**src/rtl/epbuf_pkg.sv**
```systemverilog
// Package: shared constants for the endpoint buffer access window.
// Assumes: a single selector bit, so exactly two buffers.
package epbuf_pkg;
    localparam int NUM_BUF = 2;   // buffers behind the window
    localparam int SEL_BIT = 0;   // control bit: buffer selector
    localparam int CLR_BIT = 1;   // control bit: pointer clear, write-only
endpackage

```
**src/rtl/epbuf_ptr.sv**
```systemverilog
// Module: wrapping access pointer shared by both buffers.
// Assumes: clear and step never need to combine; clear wins if both occur.
module epbuf_ptr #(
    parameter int DEPTH = 8,
    localparam int PTR_W = $clog2(DEPTH)
) (
    input  logic             clk,
    input  logic             rst_n,
    input  logic             step,
    input  logic             clear,
    output logic [PTR_W-1:0] ptr
);
    // Counter: clear, else step with natural wrap at DEPTH (power of two).
    always_ff @(posedge clk) begin
        if (!rst_n)     ptr <= '0;
        else if (clear) ptr <= '0;
        else if (step)  ptr <= ptr + 1'b1;
    end
endmodule

```
**src/rtl/epbuf_store.sv**
```systemverilog
// Module: one byte buffer with a single write port and an asynchronous read.
// Assumes: DEPTH is a power of two so the pointer covers it exactly.
module epbuf_store #(
    parameter int DATA_W = 8,
    parameter int DEPTH  = 8,
    localparam int PTR_W = $clog2(DEPTH)
) (
    input  logic              clk,
    input  logic              rst_n,
    input  logic              we,
    input  logic [PTR_W-1:0]  idx,
    input  logic [DATA_W-1:0] wdata,
    output logic [DATA_W-1:0] rdata
);
    logic [DATA_W-1:0] mem [DEPTH];

    // Storage: clear every entry on reset, write one entry when enabled.
    always_ff @(posedge clk) begin
        if (!rst_n) begin
            for (int i = 0; i < DEPTH; i++) mem[i] <= '0;
        end else if (we) begin
            mem[idx] <= wdata;
        end
    end

    // Read port: byte at the pointer.
    always_comb rdata = mem[idx];
endmodule

```
**src/rtl/epbuf_decode.sv**
```systemverilog
// Module: turns bus strobes into buffer writes, pointer steps and control writes.
// Assumes: one access per cycle; read and write together count once.
module epbuf_decode #(
    parameter int          ADDR_W    = 8,
    parameter int          DATA_W    = 8,
    parameter logic [7:0]  WIN_ADDR  = 8'h05,
    parameter logic [7:0]  CTRL_ADDR = 8'h06
) (
    input  logic                        bus_rd,
    input  logic                        bus_wr,
    input  logic [ADDR_W-1:0]           bus_addr,
    input  logic [DATA_W-1:0]           bus_wdata,
    input  logic                        rx_block,
    input  logic                        sel,
    output logic [epbuf_pkg::NUM_BUF-1:0] buf_we,
    output logic                        ptr_step,
    output logic                        ptr_clear,
    output logic                        ctrl_we,
    output logic                        hit_win,
    output logic                        hit_ctrl
);
    import epbuf_pkg::*;
    logic wr_ok;

    // Decode: address match, write permission and pointer step.
    always_comb begin
        hit_win   = (bus_addr == ADDR_W'(WIN_ADDR));
        hit_ctrl  = (bus_addr == ADDR_W'(CTRL_ADDR));
        wr_ok     = bus_wr && hit_win && (sel || !rx_block);
        buf_we    = '0;
        buf_we[sel] = wr_ok;
        ptr_step  = wr_ok || (bus_rd && hit_win);
        ctrl_we   = bus_wr && hit_ctrl;
        ptr_clear = ctrl_we && bus_wdata[CLR_BIT];
    end
endmodule

```
**src/rtl/epbuf_window.sv**
```systemverilog
// Module: top of the endpoint buffer access window.
// Holds the selector, two buffers and the shared pointer, and muxes read data.
// Assumes: synchronous active-low reset; read data is combinational.
module epbuf_window #(
    parameter int         ADDR_W    = 8,
    parameter int         DATA_W    = 8,
    parameter int         DEPTH     = 8,
    parameter logic [7:0] WIN_ADDR  = 8'h05,
    parameter logic [7:0] CTRL_ADDR = 8'h06
) (
    input  logic              clk,
    input  logic              rst_n,
    input  logic [ADDR_W-1:0] bus_addr,
    input  logic [DATA_W-1:0] bus_wdata,
    input  logic              bus_rd,
    input  logic              bus_wr,
    input  logic              rx_block,
    output logic [DATA_W-1:0] bus_rdata
);
    import epbuf_pkg::*;
    localparam int PTR_W = $clog2(DEPTH);

    logic                sel_q;
    logic [PTR_W-1:0]    ptr_q;
    logic [NUM_BUF-1:0]  buf_we;
    logic                ptr_step, ptr_clear, ctrl_we, hit_win, hit_ctrl;
    logic [DATA_W-1:0]   buf_rd [NUM_BUF];

    epbuf_decode #(
        .ADDR_W(ADDR_W), .DATA_W(DATA_W),
        .WIN_ADDR(WIN_ADDR), .CTRL_ADDR(CTRL_ADDR)
    ) u_dec (
        .bus_rd(bus_rd), .bus_wr(bus_wr), .bus_addr(bus_addr),
        .bus_wdata(bus_wdata), .rx_block(rx_block), .sel(sel_q),
        .buf_we(buf_we), .ptr_step(ptr_step), .ptr_clear(ptr_clear),
        .ctrl_we(ctrl_we), .hit_win(hit_win), .hit_ctrl(hit_ctrl)
    );

    epbuf_ptr #(.DEPTH(DEPTH)) u_ptr (
        .clk(clk), .rst_n(rst_n), .step(ptr_step),
        .clear(ptr_clear), .ptr(ptr_q)
    );

    for (genvar b = 0; b < NUM_BUF; b++) begin : g_buf
        epbuf_store #(.DATA_W(DATA_W), .DEPTH(DEPTH)) u_store (
            .clk(clk), .rst_n(rst_n), .we(buf_we[b]), .idx(ptr_q),
            .wdata(bus_wdata), .rdata(buf_rd[b])
        );
    end

    // Selector register: loaded by a control write.
    always_ff @(posedge clk) begin
        if (!rst_n)       sel_q <= 1'b0;
        else if (ctrl_we) sel_q <= bus_wdata[SEL_BIT];
    end

    // Read mux: window byte, control view with clear bit always 0, else zero.
    always_comb begin
        bus_rdata = '0;
        if (hit_win)       bus_rdata = buf_rd[sel_q];
        else if (hit_ctrl) bus_rdata[SEL_BIT] = sel_q;
    end
endmodule

```
**config.mk**
```make
export PLATFORM = sky130hd
export DESIGN_NAME = epbuf_window
export DESIGN_NICKNAME = d
export VERILOG_FILES = /design/src/rtl/epbuf_pkg.sv /design/src/rtl/epbuf_ptr.sv /design/src/rtl/epbuf_store.sv /design/src/rtl/epbuf_decode.sv /design/src/rtl/epbuf_window.sv
export SDC_FILE = /design/constraint.sdc
export NUM_CORES = 1
export LEC_CHECK = 0
export BUFFER_PORTS_ARGS = -buffer_cell sky130_fd_sc_hd__buf_2
export CAP_MARGIN = 20
export CORE_ASPECT_RATIO = 1.25
export CORE_MARGIN = 4
export CORE_UTILIZATION = 65
export CTS_BUF_LIST = sky130_fd_sc_hd__clkbuf_4
export DETAILED_ROUTE_END_ITERATION = 7
export HOLD_SLACK_MARGIN = 0.02
export PLACE_DENSITY = 0.94
export SETUP_SLACK_MARGIN = 0.02
export SLEW_MARGIN = 25
export SYNTH_ARGS = -nofsm -noshare
export SYNTH_HDL_FRONTEND = slang
export SYNTH_HIERARCHICAL = 1
export SYNTH_SLANG_ARGS = --single-unit
export TNS_END_PERCENT = 100
```
**constraint.sdc**
```tcl
create_clock -name clk -period 6.5 [get_ports clk]
set_clock_uncertainty 0.05 [all_clocks]
set_input_delay 0.325 -clock clk [delete_from_list [all_inputs] [get_ports clk]]
set_output_delay 0.325 -clock clk [all_outputs]
set_load 0.02 [all_outputs]
```
After elaboration in Yosys (flattened, before gate mapping)
Memories as Yosys holds them, arrays and structs flattened. A register that Yosys moved wholly into a read port is not among the register bits.
Cells that the tools add are included.
- flip-flop bits (word level): 4
- memory bits (writable): 128
- output and inout port bits: 8
- word-level logic and storage cells: 50
- memories: 2
- add/sub/neg operators: 1
- magnitude comparators: 3
- equality and inequality tests: 2
- muxes and demuxes: 25
- bitwise logic cells: 3
- reduce and logical (&&, ||, !) cells: 12
- memories (name ; words ; bits a word ; rd ports ; clocked after Yosys merged registers in ; write ports ; RTL line ; source):
    g_buf[0].u_store.mem ; 8 ; 8 ; 1 ; 1 ; 8 ; epbuf_store.sv:15 ; logic [DATA_W-1:0] mem [DEPTH];
    g_buf[1].u_store.mem ; 8 ; 8 ; 1 ; 1 ; 8 ; epbuf_store.sv:15 ;
- operators with widths (cell ; count):
    2-to-1 mux 8 bit ; 5
    2-to-1 mux 3 bit ; 6
    == test 8 x 3 -> 1 bit, second input constant ; 2
    OR reduction 8 bit ; 2
    2-to-1 mux 1 bit ; 12
    2-to-1 mux 7 bit ; 1
    logical AND 1 bit ; 6
    adder 3 x 1 -> 3 bit, second input constant ; 1
    bitwise AND 2 bit ; 1
    greater-or-equal comparator 2 bit, second input constant ; 1
    logical OR 1 bit ; 2
    less-than comparator 1 x 2 -> 1 bit, second input constant ; 1
    inverter 1 -> 2 bit ; 1
    OR reduction 2 bit ; 1
    demux 1 bit (select 1 bit) ; 1
    greater-or-equal comparator 1 bit, second input constant ; 1
    zero test 1 bit ; 1
    inverter 1 bit ; 1

Depth between registers and ports, before layout
Gate-level depths: netlist of run 1.
- depth after elaboration: 10
- depth in mapped cells: 7
- mapped depth without buffers: 7

Cells and area by module
The synthesis of run 1 kept the hierarchy.
- modules (own cells, without submodules) (module ; instances ; cells each ; area each (sq um) ; seq. area each (sq um)):
    epbuf_store ; 2 ; 193 ; 2976.6 ; 1921.8
    epbuf_window ; 1 ; 22 ; 192.7 ; 20.0
    epbuf_ptr ; 1 ; 12 ; 127.6 ; 60.1
    epbuf_decode ; 1 ; 13 ; 93.8 ; 0.0

Worst setup path after synthesis of run 1
OpenSTA, ideal clock, no wires.
- path kind: in2reg
- start: input bus_addr[5]
- end: memory g_buf[0].u_store.mem[6][0], enable pin
- library setup time: 0.384 ns
- arrival time: 2.541 ns
- setup slack: 3.525 ns
- stages on the path: 5
- buffers on the path: 0
- cell sequence: or4_4 or4b_4 nor4b_2 nand3_1 o21ai_0
- RTL lines (element ; RTL line ; source):
    from (decl) ; epbuf_window.sv:13 ; input logic [ADDR_W-1:0] bus_addr,
    to (decl) ; epbuf_store.sv:15 ;

==> results of run 1 <==
## through the flow
step	utilization (%)	worst slack [ns]	instance area, sq um	hold slack, ns	std cells
after detailed placement	68.6	2.91	6590	0.746	574
after floorplan	-	3.52	6370	0.403	433
after global routing	71.8	3.13	6900	0.236	606
after CTS	71.8	3.20	6900	0.192	606
after global placement	68.6	3.07	6590	0.714	574
final	71.8	3.22	6900	0.218	606
## path summary, 6_finish.rpt
check,startpoint,endpoint,slack [ns],depth (start not counted)
max,u_ptr/ptr[0],bus_rdata[0],3.22,6
min,bus_wr,sel_q,0.22,4
max reg2reg,sel_q,g_buf[1].u_store/mem[0][5],3.93,4
min reg2reg,sel_q,sel_q,0.77,2
## synth_stat cells (all sizes together) (5+ instances only)
cell type and number:
mux2 8, buf 14, edfxtp 128, and2 129
nor2 17, nand2 23, inv 6, nor2b 8
mux4 30, mux2i 13, nand2b 11, o21ai 12
nand3b 5
## flip-flops by register name (all words and copies together), names as in the netlist
name	cells
sel_q	1
u_ptr/ptr	3
g_buf.u_store/mem	128
## critical path, delay by kind of cell, from the launching register on
kind	cells	cell delay (ns)
buf+inv	2	0.73
mux	4	1.28
flops	1	0.33
## area by class of cell
cell class | instances | area (sq um) | share of cell area (%)
multi-input cells | 279 | 2320 | 33.6
clock inverters | 15 | 188 | 2.72
well taps | 126 | 158 | 2.28
clock buffers | 17 | 128 | 1.85
inverters | 6 | 22.5 | 0.326
repair buffers | 31 | 163 | 2.36
flip-flops and latches | 132 | 3930 | 56.9
## power breakdown
part / total (mW) / internal (mW) / leakage (nW) / switching [mW]
clock network: 0.591 / 0.301 / 0.163 / 0.290
registers: 0.978 / 0.962 / 1.31 / 0.0164
logic: 0.0651 / 0.0209 / 1.01 / 0.0442
total: 1.63 / 1.28 / 2.48 / 0.350
## metal layers
layer	global-route usage, %	part of all wire [%]	vias to the layer above
li1	-	-	1679
met3	6.43	12	53
met5	0	0	-
met4	12.4	3.8	0
met1	37.9	35	1940
met2	42.4	49	332
## layout by cell type (no fill, tap or decap), types with 3 or more instances in the layout
cell / n
nand3b_1: 5
clkbuf_4: 17
buf_2: 28
nor2_1: 17
buf_4: 3
nand2_1: 23
and2_1: 129
mux4_1: 14
nand2b_1: 11
mux4_2: 16
clkinv_2: 4
clkinvlp_4: 3
mux2i_1: 13
mux2_2: 8
inv_1: 5
nor3_2: 4
a21oi_1: 4
edfxtp_1: 128
dfxtp_1: 3
bufinv_16: 4
o21ai_1: 12
nor2b_1: 8
## logic make-up (layout without fill, tap and decap cells)
logic type | count (synthesis) | count (layout)
XOR/XNOR | 1 | 1
AO/OA/AOI/OAI | 21 | 21
AND/OR/NAND/NOR | 205 | 205
buffers and inverters | 22 | 69
flip-flops | 132 | 132
multiplexers | 51 | 51
adder cells (fa/ha/maj) | 1 | 1
==> impl_metrics.env, run 1 <==
export IMPL_dr_pass1_iters=6
export IMPL_synth_area_per_cell_sq_um=14.7
export IMPL_clockBufferDepth=2
export IMPL_syn2layout_area_growth_pct=8.41
export IMPL_vias=4004
export IMPL_drt_total_wl_microns=15200
export IMPL_rsz0062_at_grt="no"
export IMPL_vias_per_cell=6.61
export IMPL_io_pins=29
export IMPL_cts_tree="yes"
export IMPL_synth_area_leaders="edfxtp_1 60%, and2_1 13%, mux4_1 5.8%"
export IMPL_setup_viol=0
export IMPL_die_area_sq_um=11500
export IMPL_synth_simple_area_share_pct=19.2
export IMPL_synth_adder_area_share_pct=0.197
export IMPL_portBuffers=28
export IMPL_yosysTopAreaCell="edfxtp_1"
export IMPL_final_nets=489
export IMPL_remaining_drc_errors=0
export IMPL_antenna_found_initial=0
export IMPL_tightest_slew_ns=0.752
export IMPL_hold_violations=0
export IMPL_die_w_microns=96.5
export IMPL_finalSetupTns_ns=0
export IMPL_max_freq_mhz=305
export IMPL_slew_violations=0
export IMPL_post_route_period_util_pct=50.5
export IMPL_initial_core_util_pct=66.3
export IMPL_critPathMaxFanout=46
export IMPL_synthArstFlopShare_pct=0
export IMPL_clock_latency_ns=0.52
export IMPL_arrival_ns=2.91
export IMPL_die_height_microns=119
export IMPL_min_period_ns=3.28
export IMPL_hold_class="in -> reg"
export IMPL_synth_top_area_share_pct=60.4
export IMPL_slew_headroom_pct=49.5
export IMPL_hpwlAfterDp_microns=9760
export IMPL_routedWlPerCell_microns=25.0
export IMPL_cts_setup_buffers=0
export IMPL_fp_row_count=40
export IMPL_synth_top_family_by_area="simple AND/OR/NAND/NOR gates"
export IMPL_synth_ff_type="edfxtp_1"
export IMPL_grt_ovfl_total=0
export IMPL_fillers=554
export IMPL_synth_xor_area_share_pct=0.138
export IMPL_n_antenna_cell=0
export IMPL_place_congestion=0.890
export IMPL_crit_chain="buf_4 -> mux4_1 -> mux2_2 -> mux2i_1 -> mux2i_1 -> buf_2"
export IMPL_grt_pass1_vias=3929
export IMPL_status="finished clean"
export IMPL_path_common_cell="mux2i_1"
export IMPL_critPathSlowestCell="mux4_1"
export IMPL_cts_sinks=132
export IMPL_yosysWarnings=6
export IMPL_synth_compound_area_share_pct=2.00
export IMPL_synthCells=433
export IMPL_synth_area_mux_share_pct=14.9
export IMPL_synth_edf_count=128
export IMPL_powerDensity_nw_per_um2=237
export IMPL_ant_nets=0
export IMPL_grt_pass1_wl_microns=22500
export IMPL_synth_area_sq_um=6370
export IMPL_drive_above_1_share_pct=20.0
export IMPL_cts_root_buf="clkbuf_4"
export IMPL_ys_ff_latch=132
export IMPL_post_cts_resized=0
export IMPL_drt_iter0_drc=541
export IMPL_grtUsageTotal_pct=27.7
export IMPL_critPathRequiredTime_ns=6.12
export IMPL_worstSetupPathType="reg -> out"
export IMPL_power_leakage_nw=2.48
export IMPL_drv_cap=0
export IMPL_synth_fp_nets=455
export IMPL_ir_worst_vdd_mv=0.127
export IMPL_power_mw=1.63
export IMPL_slowest_delay_ns=0.69
export IMPL_cts_hold_buf=0
export IMPL_synth_distinct_cells=32
export IMPL_core_sq_um=9610
export IMPL_grt_start_max_net_pins=47
export IMPL_h_tree_depth=4
export IMPL_ys_seq_area_share_pct=61.6
export IMPL_clkSlewWorstSetupHoldPaths_ns=0.10
export IMPL_cts_made_buffers=17
export IMPL_critPathCaptureType="output port"
export IMPL_setup_worst_path_start_class="register"
Power figures use the tool's default switching activity.
==> run 2: changes to the inputs <==
--- a/config.mk
+++ b/config.mk
@@ -9,11 +9,11 @@
 export CAP_MARGIN = 20
 export CORE_ASPECT_RATIO = 1.25
 export CORE_MARGIN = 4
-export CORE_UTILIZATION = 65
+export CORE_UTILIZATION = 64
 export CTS_BUF_LIST = sky130_fd_sc_hd__clkbuf_4
 export DETAILED_ROUTE_END_ITERATION = 7
 export HOLD_SLACK_MARGIN = 0.02
-export PLACE_DENSITY = 0.94
+export PLACE_DENSITY = 0.92
 export SETUP_SLACK_MARGIN = 0.02
 export SLEW_MARGIN = 25
 export SYNTH_ARGS = -nofsm -noshare
==> constraint.sdc (replaced) <==
create_clock -name clk -period 3.2 [get_ports clk]
set_clock_uncertainty 0.05 [all_clocks]
set_input_delay 0.16 -clock clk [delete_from_list [all_inputs] [get_ports clk]]
set_output_delay 0.16 -clock clk [all_outputs]
set_load 0.02 [all_outputs]
==> run 2 against run 1 <==
Via count is 2.9% lower. Combinational power is 120% higher. Sequential cell count stayed put. Critical endpoint is now bus_rdata[3]. Sequential power is 100% higher. Power is 95% higher. Critical path type unchanged. Non-clock buffer count is 19 higher. Critical path depth is 1 higher. First-iteration DRC count is 36% lower.
==> impl_metrics.env, run 2 (synthesis gave the netlist of run 1 again) <==
export IMPL_status="finished clean"
export IMPL_slew_headroom_pct=57.3
export IMPL_clock_latency_ns=0.55
export IMPL_io_pins=29
export IMPL_grtUsageTotal_pct=24.6
export IMPL_dr_pass1_iters=5
export IMPL_largest_reg_flops=128
export IMPL_critPathMaxFanout=26
export IMPL_h_tree_depth=4
export IMPL_power_leakage_nw=2.55
export IMPL_path_common_cell="nand2_1"
export IMPL_clkSlewWorstSetupHoldPaths_ns=0.11
export IMPL_finalInstanceArea_sq_um=7020
export IMPL_cts_sinks=132
export IMPL_finalSetupTns_ns=0
export IMPL_cts_root_buf="clkbuf_4"
export IMPL_max_freq_mhz=343
export IMPL_vias_per_cell=6.22
export IMPL_timing_rr_end="g_buf[1].u_store/mem[4][1]"
export IMPL_min_to="u_ptr/ptr[2]"
export IMPL_cts_made_buffers=17
export IMPL_die_w_microns=97.2
export IMPL_min_period_ns=2.91
export IMPL_critPathTopFamily="multiplexers"
export IMPL_place_congestion=0.916
export IMPL_hold_class="in -> reg"
export IMPL_grt_util_met1_pct=31.2
export IMPL_slew_violations=0
export IMPL_critPathRequiredTime_ns=2.99
export IMPL_initial_core_util_pct=65.9
export IMPL_startpoint="u_ptr/ptr[0]"
export IMPL_ir_worst_vdd_mv=0.219
export IMPL_r2r_start="sel_q"
export IMPL_crit_chain="buf_12 -> mux4_1 -> nand2_1 -> nand2_1 -> mux2i_1 -> nor2b_1 -> buf_2"
export IMPL_setup_worst_path_start_class="register"
export IMPL_grt_pass1_wl_microns=21400
export IMPL_post_dp_cell_area_sq_um=6740
export IMPL_grt_start_max_net_pins=43
export IMPL_drive_above_1_share_pct=22.4
export IMPL_slowest_delay_ns=0.65
export IMPL_critPathSlowestCell="dfxtp_4"
export IMPL_regMostFlops="g_buf.u_store/mem"
export IMPL_hpwlAfterDp_microns=9110
export IMPL_syn2layout_area_growth_pct=10.2
export IMPL_critPathCaptureType="output port"
export IMPL_final_nets=508
export IMPL_drt_iter0_drc=346
export IMPL_setup_viol=0
export IMPL_final_util_pct=72.6
export IMPL_drt_total_wl_microns=13700
export IMPL_rrSetupSlack_ns=0.87
export IMPL_routedWlPerCell_microns=21.9
export IMPL_die_height_microns=120
export IMPL_met3_usage_pct=7.33
export IMPL_vias=3888
export IMPL_fp_row_count=40
export IMPL_die_area_sq_um=11600
export IMPL_post_route_period_util_pct=91.1
export IMPL_met2_usage_pct=39.2
export IMPL_dp_slack_ns=0.224
export IMPL_portBuffers=28
export IMPL_core_sq_um=9660
export IMPL_rsz0062_at_grt="no"
export IMPL_powerDensity_nw_per_um2=453
export IMPL_drv_cap=0
export IMPL_stdcell_count=625
export IMPL_remaining_drc_errors=0
export IMPL_whs_ns=0.0888
export IMPL_busiest_layer="met2"
export IMPL_n_antenna_cell=0
export IMPL_mostFrequentLayoutCells="129 x and2_1, 128 x edfxtp_1, 28 x buf_2, 23 x nand2_1, 20 x buf_4"
export IMPL_top_regs="g_buf.u_store/mem x128, u_ptr/ptr x3, sel_q x1"
export IMPL_grt_ovfl_total=0
export IMPL_cts_setup_buffers=0
export IMPL_worstHoldStart="bus_wr"
export IMPL_ant_nets=0
export IMPL_reg2regPathDepth=4
export IMPL_arrival_ns=2.70
export IMPL_hold_violations=0
export IMPL_cts_tree="yes"
export IMPL_grt_pass1_vias=3950
export IMPL_power_mw=3.18
export IMPL_clockBufferDepth=2
export IMPL_crit_buf_inv=2
export IMPL_worstSetupPathType="reg -> out"
export IMPL_setup_ws_ns=0.286
export IMPL_dp_cells=592
export IMPL_holdPathStages=4
export IMPL_antenna_found_initial=0
export IMPL_tightest_slew_ns=0.639
export IMPL_final_common_cell="and2_1"
## run 2: cell count changes in the layout (fill, tap and decap cells not counted), sizes merged
cell	change
clkinv	+2
clkinvlp	+1
bufinv	-2
inv	-1
dlygate4sd3	+1
buf	+18
## run 2: worst max path at each step
stage / endpoint / slack [ns] / cells after the start
after floorplan: g_buf[0].u_store/mem[6][0] / 0.39 / 5
after global placement: g_buf[0].u_store/mem[0][4] / 0.32 / 7
after detailed placement: g_buf[0].u_store/mem[0][4] / 0.22 / 7
after CTS: bus_rdata[4] / 0.04 / 6
after global routing: bus_rdata[4] / 0.17 / 6
final: bus_rdata[3] / 0.29 / 7
## run 2: timing repair
action | in CTS | in global routing
resized for setup | 0 | 1
setup endpoints to repair | 0 | 5
hold buffers | 1 | 0
hold endpoints to repair | 1 | 0
## run 2: cell type report
| type | count | area, sq um |
|---|---|---|
| repair buffers | 50 | 320 |
| multi-input cells | 279 | 2320 |
| clock buffers | 17 | 128 |
| inverters | 6 | 22.5 |
| clock inverters | 15 | 141 |
| flip-flops and latches | 132 | 3930 |
| well taps | 126 | 158 |
| fillers | 543 | 2640 |
## run 2: power by group
part / leakage (nW) / internal, mW / switching, mW
clock: 0.134 / 0.451 / 0.611
combinational: 1.11 / 0.0539 / 0.0911
sequential: 1.31 / 1.95 / 0.0225
total: 2.55 / 2.46 / 0.724
## run 2: metal layers
metal  vias to the layer above  wire (microns)
met5                         -               0
met2                       266            6670
met1                      1875            4990
met3                        41            1430
met4                         0             589
li1                       1706               -
## run 2: tightest hold or removal path: stages
cell	delay, ns
buf_2	0.13
and3_1	0.15
nand2b_1	0.15
a21oi_1	0.05
==> run 3: changes to the inputs <==
--- a/config.mk
+++ b/config.mk
@@ -7,13 +7,16 @@
 export LEC_CHECK = 0
 export BUFFER_PORTS_ARGS = -buffer_cell sky130_fd_sc_hd__buf_2
 export CAP_MARGIN = 20
+export CELL_PAD_IN_SITES_DETAIL_PLACEMENT = 0
+export CELL_PAD_IN_SITES_GLOBAL_PLACEMENT = 1
 export CORE_ASPECT_RATIO = 1.25
 export CORE_MARGIN = 4
-export CORE_UTILIZATION = 64
+export CORE_UTILIZATION = 54
 export CTS_BUF_LIST = sky130_fd_sc_hd__clkbuf_4
 export DETAILED_ROUTE_END_ITERATION = 7
 export HOLD_SLACK_MARGIN = 0.02
 export PLACE_DENSITY = 0.92
+export RECOVER_POWER = 25
 export SETUP_SLACK_MARGIN = 0.02
 export SLEW_MARGIN = 25
 export SYNTH_ARGS = -nofsm -noshare
==> run 3 against run 2 <==
Combinational power shrank 3%. Non-clock buffer count grew 4. Core utilization shrank 12 points. Global-route usage shrank 3.4 points. Wire length shrank 0.23%. Critical path depth is the same. Critical endpoint is now bus_rdata[2].
==> impl_metrics.env, run 3 (synthesis gave the netlist of run 1 again) <==
export IMPL_h_tree_depth=4
export IMPL_slew_headroom_pct=61.0
export IMPL_drv_cap=0
export IMPL_cts_made_buffers=17
export IMPL_finalSetupTns_ns=0
export IMPL_critPathRequiredTime_ns=2.99
export IMPL_regMostFlops="g_buf.u_store/mem"
export IMPL_grt_start_max_net_pins=43
export IMPL_setup_viol=0
export IMPL_die_area_sq_um=13600
export IMPL_worstSetupPathType="reg -> out"
export IMPL_max_freq_mhz=352
export IMPL_min_period_ns=2.84
export IMPL_cts_setup_buffers=0
export IMPL_slew_violations=0
export IMPL_cts_tree="yes"
export IMPL_tightest_slew_ns=0.576
export IMPL_stdcell_count=642
export IMPL_cts_root_buf="clkbuf_4"
export IMPL_final_nets=512
export IMPL_syn2layout_area_growth_pct=9.79
export IMPL_power_mw=3.17
export IMPL_grtUsageTotal_pct=21.2
export IMPL_io_pins=29
export IMPL_grt_pass1_vias=3795
export IMPL_regArea_sq_um=3930
export IMPL_status="finished clean"
export IMPL_multi_input_area_sq_um=2290
export IMPL_remaining_drc_errors=0
export IMPL_core_sq_um=11600
export IMPL_rsz0062_at_grt="no"
export IMPL_largest_reg_flops=128
export IMPL_clock_latency_ns=0.51
export IMPL_powerDensity_nw_per_um2=454
export IMPL_clkSlewWorstSetupHoldPaths_ns=0.10
export IMPL_dp_cells=607
export IMPL_antenna_found_initial=0
export IMPL_drt_total_wl_microns=13600
export IMPL_startpoint="u_ptr/ptr[0]"
export IMPL_cts_sinks=132
export IMPL_ant_nets=0
export IMPL_critPathCaptureType="output port"
export IMPL_routedWlPerCell_microns=21.3
export IMPL_reg2regPathDepth=4
export IMPL_post_route_period_util_pct=88.8
export IMPL_hold_violations=0
export IMPL_final_common_cell="edfxtp_1"
export IMPL_grt_pass1_wl_microns=21100
export IMPL_setup_worst_path_start_class="register"
export IMPL_ir_worst_vdd_mv=0.231
export IMPL_holdPathStages=4
export IMPL_fp_row_count=44
export IMPL_vias=3725
export IMPL_grt_ovfl_total=0
export IMPL_top_regs="g_buf.u_store/mem x128, u_ptr/ptr x3, sel_q x1"
export IMPL_die_height_microns=129
export IMPL_hpwlAfterDp_microns=9110
export IMPL_place_congestion=0.824
export IMPL_fillers=887
export IMPL_final_util_pct=60.5
export IMPL_power_leakage_nw=2.52
export IMPL_worstHoldStart="bus_wr"
export IMPL_drive_above_1_share_pct=20.1
export IMPL_hold_class="in -> reg"
export IMPL_die_w_microns=105
export IMPL_r2r_start="sel_q"
export IMPL_portBuffers=28
export IMPL_initial_core_util_pct=55.1
export IMPL_vias_per_cell=5.80
export IMPL_mostFrequentLayoutCells="128 x edfxtp_1, 112 x and2_1, 28 x buf_2, 23 x nand2_1, 21 x clkbuf_4"
export IMPL_clockBufferDepth=2
export IMPL_drt_iter0_drc=271
export IMPL_dr_pass1_iters=5
export IMPL_arrival_ns=2.63
export IMPL_critPathMaxFanout=25
-- run 3: cell count changes in the layout (fill, tap and decap cells not counted), sizes merged --
cell	delta
clkinvlp	-2
buf	-5
clkbuf	+12
clkinv	-2
dlygate4sd3	+1
diode	+1
-- run 3: layer usage --
layer	part of all wire, %	vias to the layer above	track usage (%)
met5	0	-	0
met4	1.8	0	7.26
met3	5.8	26	3.54
met2	53	131	37.1
met1	40	1844	27.2
li1	-	1724	-
-- run 3: per-stage QoR --
| stage | worst slack, ns | hold WS [ns] | area (sq um) |
|---|---|---|---|
| finish | 0.360 | 0.0858 | 6990 |
| global route | 0.173 | 0.0840 | 6990 |
| CTS | 0.0520 | 0.0422 | 7050 |
| detailed placement | 0.288 | 0.569 | 6760 |
| global placement | 0.311 | 0.554 | 6760 |
| floorplan | 0.390 | 0.238 | 6370 |
-- run 3: what timing repair did --
action / CTS / global route
hold buffers: 2 / 0
gates resized for setup: 0 / 1
hold endpoints to repair: 1 / 0
setup endpoints to repair: 0 / 5
-- run 3: final timing paths --
kind,slack [ns],to
setup / recovery,0.36,bus_rdata[2]
setup reg to reg,0.70,g_buf[0].u_store/mem[3][3]
hold / removal,0.09,u_ptr/ptr[0]
hold reg to reg,0.81,u_ptr/ptr[1]
-- run 3: area by class of cell --
class	instances	share of cell area (%)
clock buffer	21	2.26
timing repair buffer	54	4.44
multi-input combinational	279	32.7
antenna	1	0.0358
tap	138	2.47
sequential	132	56.2
clock inverter	11	1.59
inverter	6	0.322
-- run 3: critical path, cell delays in order, from the launching register on --
cell	delay, ns
dfxtp_4	0.67
buf_4	0.30
mux4_1	0.58
nand2_1	0.08
nand2_1	0.05
mux2i_1	0.19
nor2b_1	0.07
buf_2	0.16
-- run 3: power breakdown --
| group | internal, mW | switching (mW) |
|---|---|---|
| logic | 0.0519 | 0.0888 |
| registers | 1.95 | 0.0218 |
| clock network | 0.488 | 0.571 |
